**src/rtl/rsEncPkg.sv**
```systemverilog
package rsEncPkg;

  // Strobes from the beat sequencer to the datapath, valid for the beat in the input register
  typedef struct packed {
    logic absorb;  // beat belongs to a codeword: update the remainder
    logic clear;   // first beat: start the remainder from zero
    logic last;    // final beat: only the leading message lanes feed the remainder
  } encStrobe_t;

  // Galois-field product used only at elaboration time
  function automatic int gfMulInt(input int a, input int b, input int symW, input int poly);
    int acc;
    int x;
    acc = 0;
    x = a;
    for (int i = 0; i < symW; i++) begin
      if (((b >> i) & 1) != 0) acc = acc ^ x;
      x = x << 1;
      if (((x >> symW) & 1) != 0) x = x ^ poly;
    end
    return acc;
  endfunction

  // Coefficient k of prod_{i=0}^{nPar-1} (x + alpha^i), alpha = 2
  function automatic int genCoeff(input int k, input int nPar, input int symW, input int poly);
    int g [0:63];
    int root;
    for (int i = 0; i < 64; i++) g[i] = 0;
    g[0] = 1;
    root = 1;
    for (int i = 0; i < nPar; i++) begin
      for (int j = nPar; j >= 1; j--) g[j] = g[j-1] ^ gfMulInt(g[j], root, symW, poly);
      g[0] = gfMulInt(g[0], root, symW, poly);
      root = gfMulInt(root, 2, symW, poly);
    end
    return g[k];
  endfunction

endpackage

```
**src/rtl/rsEncCtrl.sv**
```systemverilog
module rsEncCtrl #(
  parameter int BEATS = 33
) (
  input  logic                 clk,
  input  logic                 rstAsync,
  input  logic                 clkEn,
  input  logic                 frameStart,
  output rsEncPkg::encStrobe_t strb
);
  localparam int CNT_W = $clog2(BEATS + 1);
  localparam logic [CNT_W-1:0] IDLE = CNT_W'(BEATS);
  localparam logic [CNT_W-1:0] LAST = CNT_W'(BEATS - 1);

  // Index of the beat that sits in the datapath input register
  logic [CNT_W-1:0] beatQ;

  always_ff @(posedge clk or posedge rstAsync) begin
    if (rstAsync) begin
      beatQ <= IDLE;
    end else if (clkEn) begin
      if (frameStart)          beatQ <= '0;
      else if (beatQ != IDLE)  beatQ <= beatQ + CNT_W'(1);
    end
  end

  always_comb begin
    strb.absorb = (beatQ != IDLE);
    strb.clear  = (beatQ == '0);
    strb.last   = (beatQ == LAST);
  end

  // a sampled start always opens beat 0 on the next cycle
  p_start_restart_r7: assert property (@(posedge clk) disable iff (rstAsync)
    (clkEn && frameStart) |=> strb.clear);

  // idle persists until a start pulse
  p_idle_sticky_r9: assert property (@(posedge clk) disable iff (rstAsync)
    (clkEn && !frameStart && !strb.absorb) |=> !strb.absorb);

  // the final beat is reached only from the beat before it
  p_last_order_r8: assert property (@(posedge clk) disable iff (rstAsync)
    $rose(strb.last) |-> ($past(beatQ) == LAST - CNT_W'(1)));

  // sequencer frozen while disabled
  p_seq_frozen_r6: assert property (@(posedge clk) disable iff (rstAsync)
    !clkEn |=> $stable(beatQ));

endmodule

```
**src/rtl/rsEncDatapath.sv**
```systemverilog
module rsEncDatapath #(
  parameter int SYM_W     = 10,
  parameter int LANES     = 16,
  parameter int MSG_SYMS  = 514,
  parameter int PAR_SYMS  = 14,
  parameter int PRIM_POLY = 'h409
) (
  input  logic                       clk,
  input  logic                       rstAsync,
  input  logic                       clkEn,
  input  rsEncPkg::encStrobe_t       strb,
  input  logic [SYM_W*LANES-1:0]     dataIn,
  output logic [SYM_W*LANES-1:0]     dataOut
);
  localparam int BEATS      = (MSG_SYMS + PAR_SYMS) / LANES;
  localparam int LAST_LANES = MSG_SYMS - (BEATS - 1) * LANES;
  localparam logic [SYM_W-1:0] POLY_LOW = SYM_W'(PRIM_POLY);

  // Multiply a symbol by a (constant) field element
  function automatic logic [SYM_W-1:0] mulConst(input logic [SYM_W-1:0] a,
                                                input logic [SYM_W-1:0] c);
    logic [SYM_W-1:0] acc;
    logic [SYM_W-1:0] x;
    acc = '0;
    x   = c;
    for (int i = 0; i < SYM_W; i++) begin
      if (a[i]) acc = acc ^ x;
      x = {x[SYM_W-2:0], 1'b0} ^ (x[SYM_W-1] ? POLY_LOW : '0);
    end
    return acc;
  endfunction

  logic [LANES-1:0][SYM_W-1:0]    dinQ;
  logic [LANES-1:0][SYM_W-1:0]    msgQ;
  logic [LANES-1:0][SYM_W-1:0]    outQ;
  logic [LANES-1:0][SYM_W-1:0]    outNext;
  logic [PAR_SYMS-1:0][SYM_W-1:0] remQ;
  logic [PAR_SYMS-1:0][SYM_W-1:0] nextRem;
  logic [PAR_SYMS-1:0][SYM_W-1:0] chainRem [LANES+1];
  logic [SYM_W-1:0]               feedback [LANES];
  logic [SYM_W-1:0]               genC [PAR_SYMS];
  logic                           lastQ;

  // Generator taps, fixed at elaboration
  for (genvar j = 0; j < PAR_SYMS; j++) begin : g_gen
    localparam logic [SYM_W-1:0] COEF =
      SYM_W'(rsEncPkg::genCoeff(j, PAR_SYMS, SYM_W, PRIM_POLY));
    assign genC[j] = COEF;
  end

  // Unrolled division chain: one serial step per lane, lane 0 first
  assign chainRem[0] = strb.clear ? '0 : remQ;

  for (genvar s = 0; s < LANES; s++) begin : g_step
    assign feedback[s] = dinQ[s] ^ chainRem[s][PAR_SYMS-1];
    for (genvar j = 0; j < PAR_SYMS; j++) begin : g_tap
      if (j == 0) begin : g_low
        assign chainRem[s+1][0] = mulConst(feedback[s], genC[0]);
      end else begin : g_up
        assign chainRem[s+1][j] = chainRem[s][j-1] ^ mulConst(feedback[s], genC[j]);
      end
    end
  end

  // Final beat stops after the leading message lanes
  assign nextRem = strb.last ? chainRem[LAST_LANES] : chainRem[LANES];

  // Output lane select: parity replaces the trailing lanes of the final beat
  for (genvar l = 0; l < LANES; l++) begin : g_out
    if (l < LAST_LANES) begin : g_msg
      assign outNext[l] = msgQ[l];
    end else begin : g_par
      assign outNext[l] = lastQ ? remQ[PAR_SYMS-1-(l-LAST_LANES)] : msgQ[l];
    end
  end

  always_ff @(posedge clk or posedge rstAsync) begin
    if (rstAsync) begin
      dinQ  <= '0;
      msgQ  <= '0;
      remQ  <= '0;
      lastQ <= 1'b0;
      outQ  <= '0;
    end else if (clkEn) begin
      dinQ  <= dataIn;
      msgQ  <= dinQ;
      lastQ <= strb.last;
      if (strb.absorb) remQ <= nextRem;
      outQ  <= outNext;
    end
  end

  assign dataOut = outQ;

  // nothing moves while disabled
  p_freeze_r6: assert property (@(posedge clk) disable iff (rstAsync)
    !clkEn |=> ($stable(outQ) && $stable(remQ)));

  // output never unknown once out of reset
  p_known_r1: assert property (@(posedge clk) disable iff (rstAsync)
    !$isunknown(outQ));

  // remainder untouched by idle beats
  p_rem_idle_r9: assert property (@(posedge clk) disable iff (rstAsync)
    (clkEn && !strb.absorb) |=> $stable(remQ));

endmodule

```
**src/rtl/rs528Encoder.sv**
```systemverilog
module rs528Encoder #(
  parameter int SYM_W     = 10,
  parameter int LANES     = 16,
  parameter int MSG_SYMS  = 514,
  parameter int PAR_SYMS  = 14,
  parameter int PRIM_POLY = 'h409
) (
  input  logic                   clk,
  input  logic                   rstAsync,
  input  logic                   clkEn,
  input  logic                   frameStart,
  input  logic [SYM_W*LANES-1:0] dataIn,
  output logic [SYM_W*LANES-1:0] dataOut
);
  localparam int BEATS = (MSG_SYMS + PAR_SYMS) / LANES;

  rsEncPkg::encStrobe_t strb;

  rsEncCtrl #(
    .BEATS(BEATS)
  ) u_ctrl (
    .clk       (clk),
    .rstAsync  (rstAsync),
    .clkEn     (clkEn),
    .frameStart(frameStart),
    .strb      (strb)
  );

  rsEncDatapath #(
    .SYM_W    (SYM_W),
    .LANES    (LANES),
    .MSG_SYMS (MSG_SYMS),
    .PAR_SYMS (PAR_SYMS),
    .PRIM_POLY(PRIM_POLY)
  ) u_dp (
    .clk     (clk),
    .rstAsync(rstAsync),
    .clkEn   (clkEn),
    .strb    (strb),
    .dataIn  (dataIn),
    .dataOut (dataOut)
  );

endmodule

```
**config.mk**
```make
export PLATFORM = sky130hd
export DESIGN_NAME = rs528Encoder
export DESIGN_NICKNAME = d
export VERILOG_FILES = /design/src/rtl/rsEncPkg.sv /design/src/rtl/rsEncCtrl.sv /design/src/rtl/rsEncDatapath.sv /design/src/rtl/rs528Encoder.sv
export SDC_FILE = /design/constraint.sdc
export NUM_CORES = 2
export LEC_CHECK = 0
export BUFFER_PORTS_ARGS = -buffer_cell sky130_fd_sc_hd__buf_2
export CORE_MARGIN = 2
export CORE_UTILIZATION = 33
export CTS_CLUSTER_DIAMETER = 60
export CTS_CLUSTER_SIZE = 30
export DETAILED_ROUTE_END_ITERATION = 10
export GPL_TIMING_DRIVEN = 0
export PLACE_DENSITY_LB_ADDON = 0.12
export SLEW_MARGIN = 20
export SYNTH_ARGS = -nofsm -noshare
export SYNTH_HDL_FRONTEND = slang
export SYNTH_SLANG_ARGS = --single-unit
export TNS_END_PERCENT = 1
```
**constraint.sdc**
```tcl
create_clock -name clk -period 16.9 [get_ports clk]
set_input_delay 0.845 -clock clk [delete_from_list [all_inputs] [get_ports clk]]
set_output_delay 0.845 -clock clk [all_outputs]
set_load 0.02 [all_outputs]
```
==> results.md <==
- Clk_lat worst skew: 740 ps
- Max Clock Skew: 92.6 ps
- Top Usage Layer GRT: met2
- Die height: 513 um
- Most common cell in the netlist: xnor2_1
- Critical Path AT: 19010 ps
- Synthesized area: 85400 um^2
- Async set or reset register ratio after synthesis: 100%
- Count of final hold-check violations: 0
- Ports: 324
- Vias in the first global route: 65657
- Fraction of layout cells with a size suffix above 1: 31.8%
- Routing usage on met3: 7.38%
- Final setup margin: -1500 ps
- WL/cell: 45.0 um
- Crit path kind: reg2reg
- Register bit total from synthesis: 627
- Worst R2R Start: u_ctrl.beatQ[1]
- Dpl ws: -9840 ps
- Cells after synthesis: 7669
- Via density: 5.47
- Largest net degree at the start of global routing: 35
- Status: finished with violations
- Port bufs: 322
- Pre-Repair DR Iteration Count: 5
- M1 GR Usage: 52.3%
- TNS Setup: -151120 ps
- Root buffer cell: clkbuf_16
- CTS tree: built
- Crit path largest cell delay: 640 ps
- Final slew viol count: 0
- Initial antenna violation count: 40
- GP Congestion: 1.07
- Max FO, Critical Path: 10
- FF-to-FF setup slack: -1500 ps
- Min-Delay Path Class: in2async
- Worst Setup End Kind: flip-flop
- Fmax achieved: 0.0544 GHz
- Die Area: 263000 um^2
- CP Launch Type: flip-flop
- Initial core utilization: 33.2%
- Share of the synthesized area in the top cell type: 36.1%
- Final period util: 109%
- Synth warn: 0
- Post-synth EDFFs: 0
- Post-synth top cells: xnor2_1 (3515), xor2_1 (697), dfrtp_1 (625)
- CTS Sinks: 627
- Reg2reg end: u_dp.remQ[65]
- Final setup violation count: 140
- Nets: 8895
- Max_cap viols: 0
- R2R cell count: 55
- Antenna viol nets, final: 0
- Clock slew at reported path FFs: 90 ps
- Area leader, netlist: xnor2_1
- Syn Nets: 7836
- Area growth, synth to finish: 28.3%
- Crit-path slowest cell: xor2_1
- DRC errors left: 0
- Library cells used by synthesis: 53
- Final wirelength: 549000 um
- Initial drt markers: 8894
- Clock Path Buffers: 3
- H-tree depth: 2
- First-pass GRT wire length: 698000 um
- Core Region: 257000 um^2
- Row count: 186
- Top_reg_cell synth: dfrtp_1
- Worst EP required: 17520 ps
- Tmin final: 18400 ps
- Sequential cell area fraction in the yosys report: 18.4%
- Die width: 513 um
- Met2 GRT Util: 61.9%
- Slew headroom: 9.73%
- Vias post-DR: 66629
- Post-layout util: 42.6%
- RSZ-0062 raised after global routing: true
- Transition time of the tightest slew-check pin: 1340 ps
- Post-DP HPWL: 456000 um
- Average cell area after synthesis: 11.1 um^2
- Tot GR Track Use: 40.9%
- Clock buffer count from CTS: 58
- Synth top area cells: xnor2_1 (36%), dfrtp_1 (18%), xnor3_1 (16%), xor2_1 (7.2%), mux2_2 (4.6%)
- Global route overflow: 0
- Failing checks: negative setup slack
==> routing by layer <==
layer  wire, um  part of all wire, %
met5        149                0.027
met4      49400                  9.0
met3      45100                  8.2
met2     237000                   43
met1     217000                   40
==> cell families (layout without fill, tap and decap cells) <==
group / Yosys count / count (layout) / synth area share, %
XOR/XNOR: 5172 / 5172 / 68.0
other: 0 / 23 / 0
AO/OA/AOI/OAI: 408 / 408 / 2.45
adder cells (fa/ha/maj): 3 / 3 / 0.0440
AND/OR/NAND/NOR: 594 / 594 / 2.67
multiplexers: 510 / 510 / 6.49
flip-flops: 627 / 627 / 18.4
buffers and inverters: 355 / 1464 / 2.02
==> metrics by stage <==
| step | instance area, um^2 | hold slack [ps] | std cells |
|---|---|---|---|
| 2_1_floorplan | 85400 | 460 | 7669 |
| 3_3_place_gp | 91200 | 486 | 11375 |
| 3_5_place_dp | 93800 | 492 | 11457 |
| 4_1_cts | 109000 | 188 | 12161 |
| 5_1_grt | 109000 | 257 | 12170 |
| 6_report | 110000 | 197 | 12185 |
==> sequential cells by signal, summed over array words and instances (netlist names) <==
register      cells
u_dp.remQ       140
u_dp.dataOut    160
u_dp.lastQ        1
u_dp.msgQ       160
u_dp.dinQ       160
u_ctrl.beatQ      6
==> critical path, delay by kind of cell (launching register included) <==
family | cells | cell delay (ps)
buffers and inverters | 14 | 3160
AND/OR/NAND/NOR | 3 | 730
XOR/XNOR | 35 | 13030
multiplexers | 2 | 650
adder cells (fa/ha/maj) | 1 | 220
flip-flops | 1 | 400
==> area by class of cell <==
class	count	area (um^2)
inverter	7	30.0
antenna	23	57.6
buffer	341	2600
tap	3384	4230
sequential	627	15700
multi-input combinational	6687	76400
clock buffer	61	1460
clock inverter	49	679
timing repair buffer	1006	8370
fill	24503	148000
==> how the worst max path moves through the flow <==
stage,endpoint,cells past startpoint,startpoint
after CTS,u_dp.remQ[71],53,u_ctrl.beatQ[0]
after detailed placement,u_dp.remQ[30],50,u_ctrl.beatQ[0]
after global placement,u_dp.remQ[21],48,u_ctrl.beatQ[0]
final,u_dp.remQ[65],55,u_ctrl.beatQ[1]
after global routing,u_dp.remQ[65],62,u_ctrl.beatQ[0]
after floorplan,u_dp.remQ[111],49,u_dp.remQ[132]
==> cells in the final DEF (no fill, tap or decap), drive strengths merged, types with 2 or more instances in the layout <==
cell type,instances
xnor2,3683
buf,1189
xor2,763
xnor3,632
dfrtp,625
mux2,348
nor2,304
nand2,271
a21oi,246
clkbuf,216
mux2i,162
o21ai,147
xor3,94
inv,29
diode,23
clkinv,21
nand3,4
clkinvlp,4
and3,3
and2,3
clkdlybuf4s15,3
ha,3
nor3,3
nand2b,2
o31ai,2
a21o,2
a22oi,2
bufinv,2
dfstp,2
==> timing repair <==
| item | CTS | global route |
|---|---|---|
| pin swaps | 412 | 24 |
| endpoints found under the hold margin | 0 | 0 |
| buffers inserted | 601 | 1 |
| hold buffers | 0 | 0 |
| resized for setup | 1255 | 92 |
| endpoints found under the setup margin | 140 | 140 |
Power is left out: the tool's default activity adds up to more than one toggle a clock period on the data nets, which glitch-free logic cannot reach.
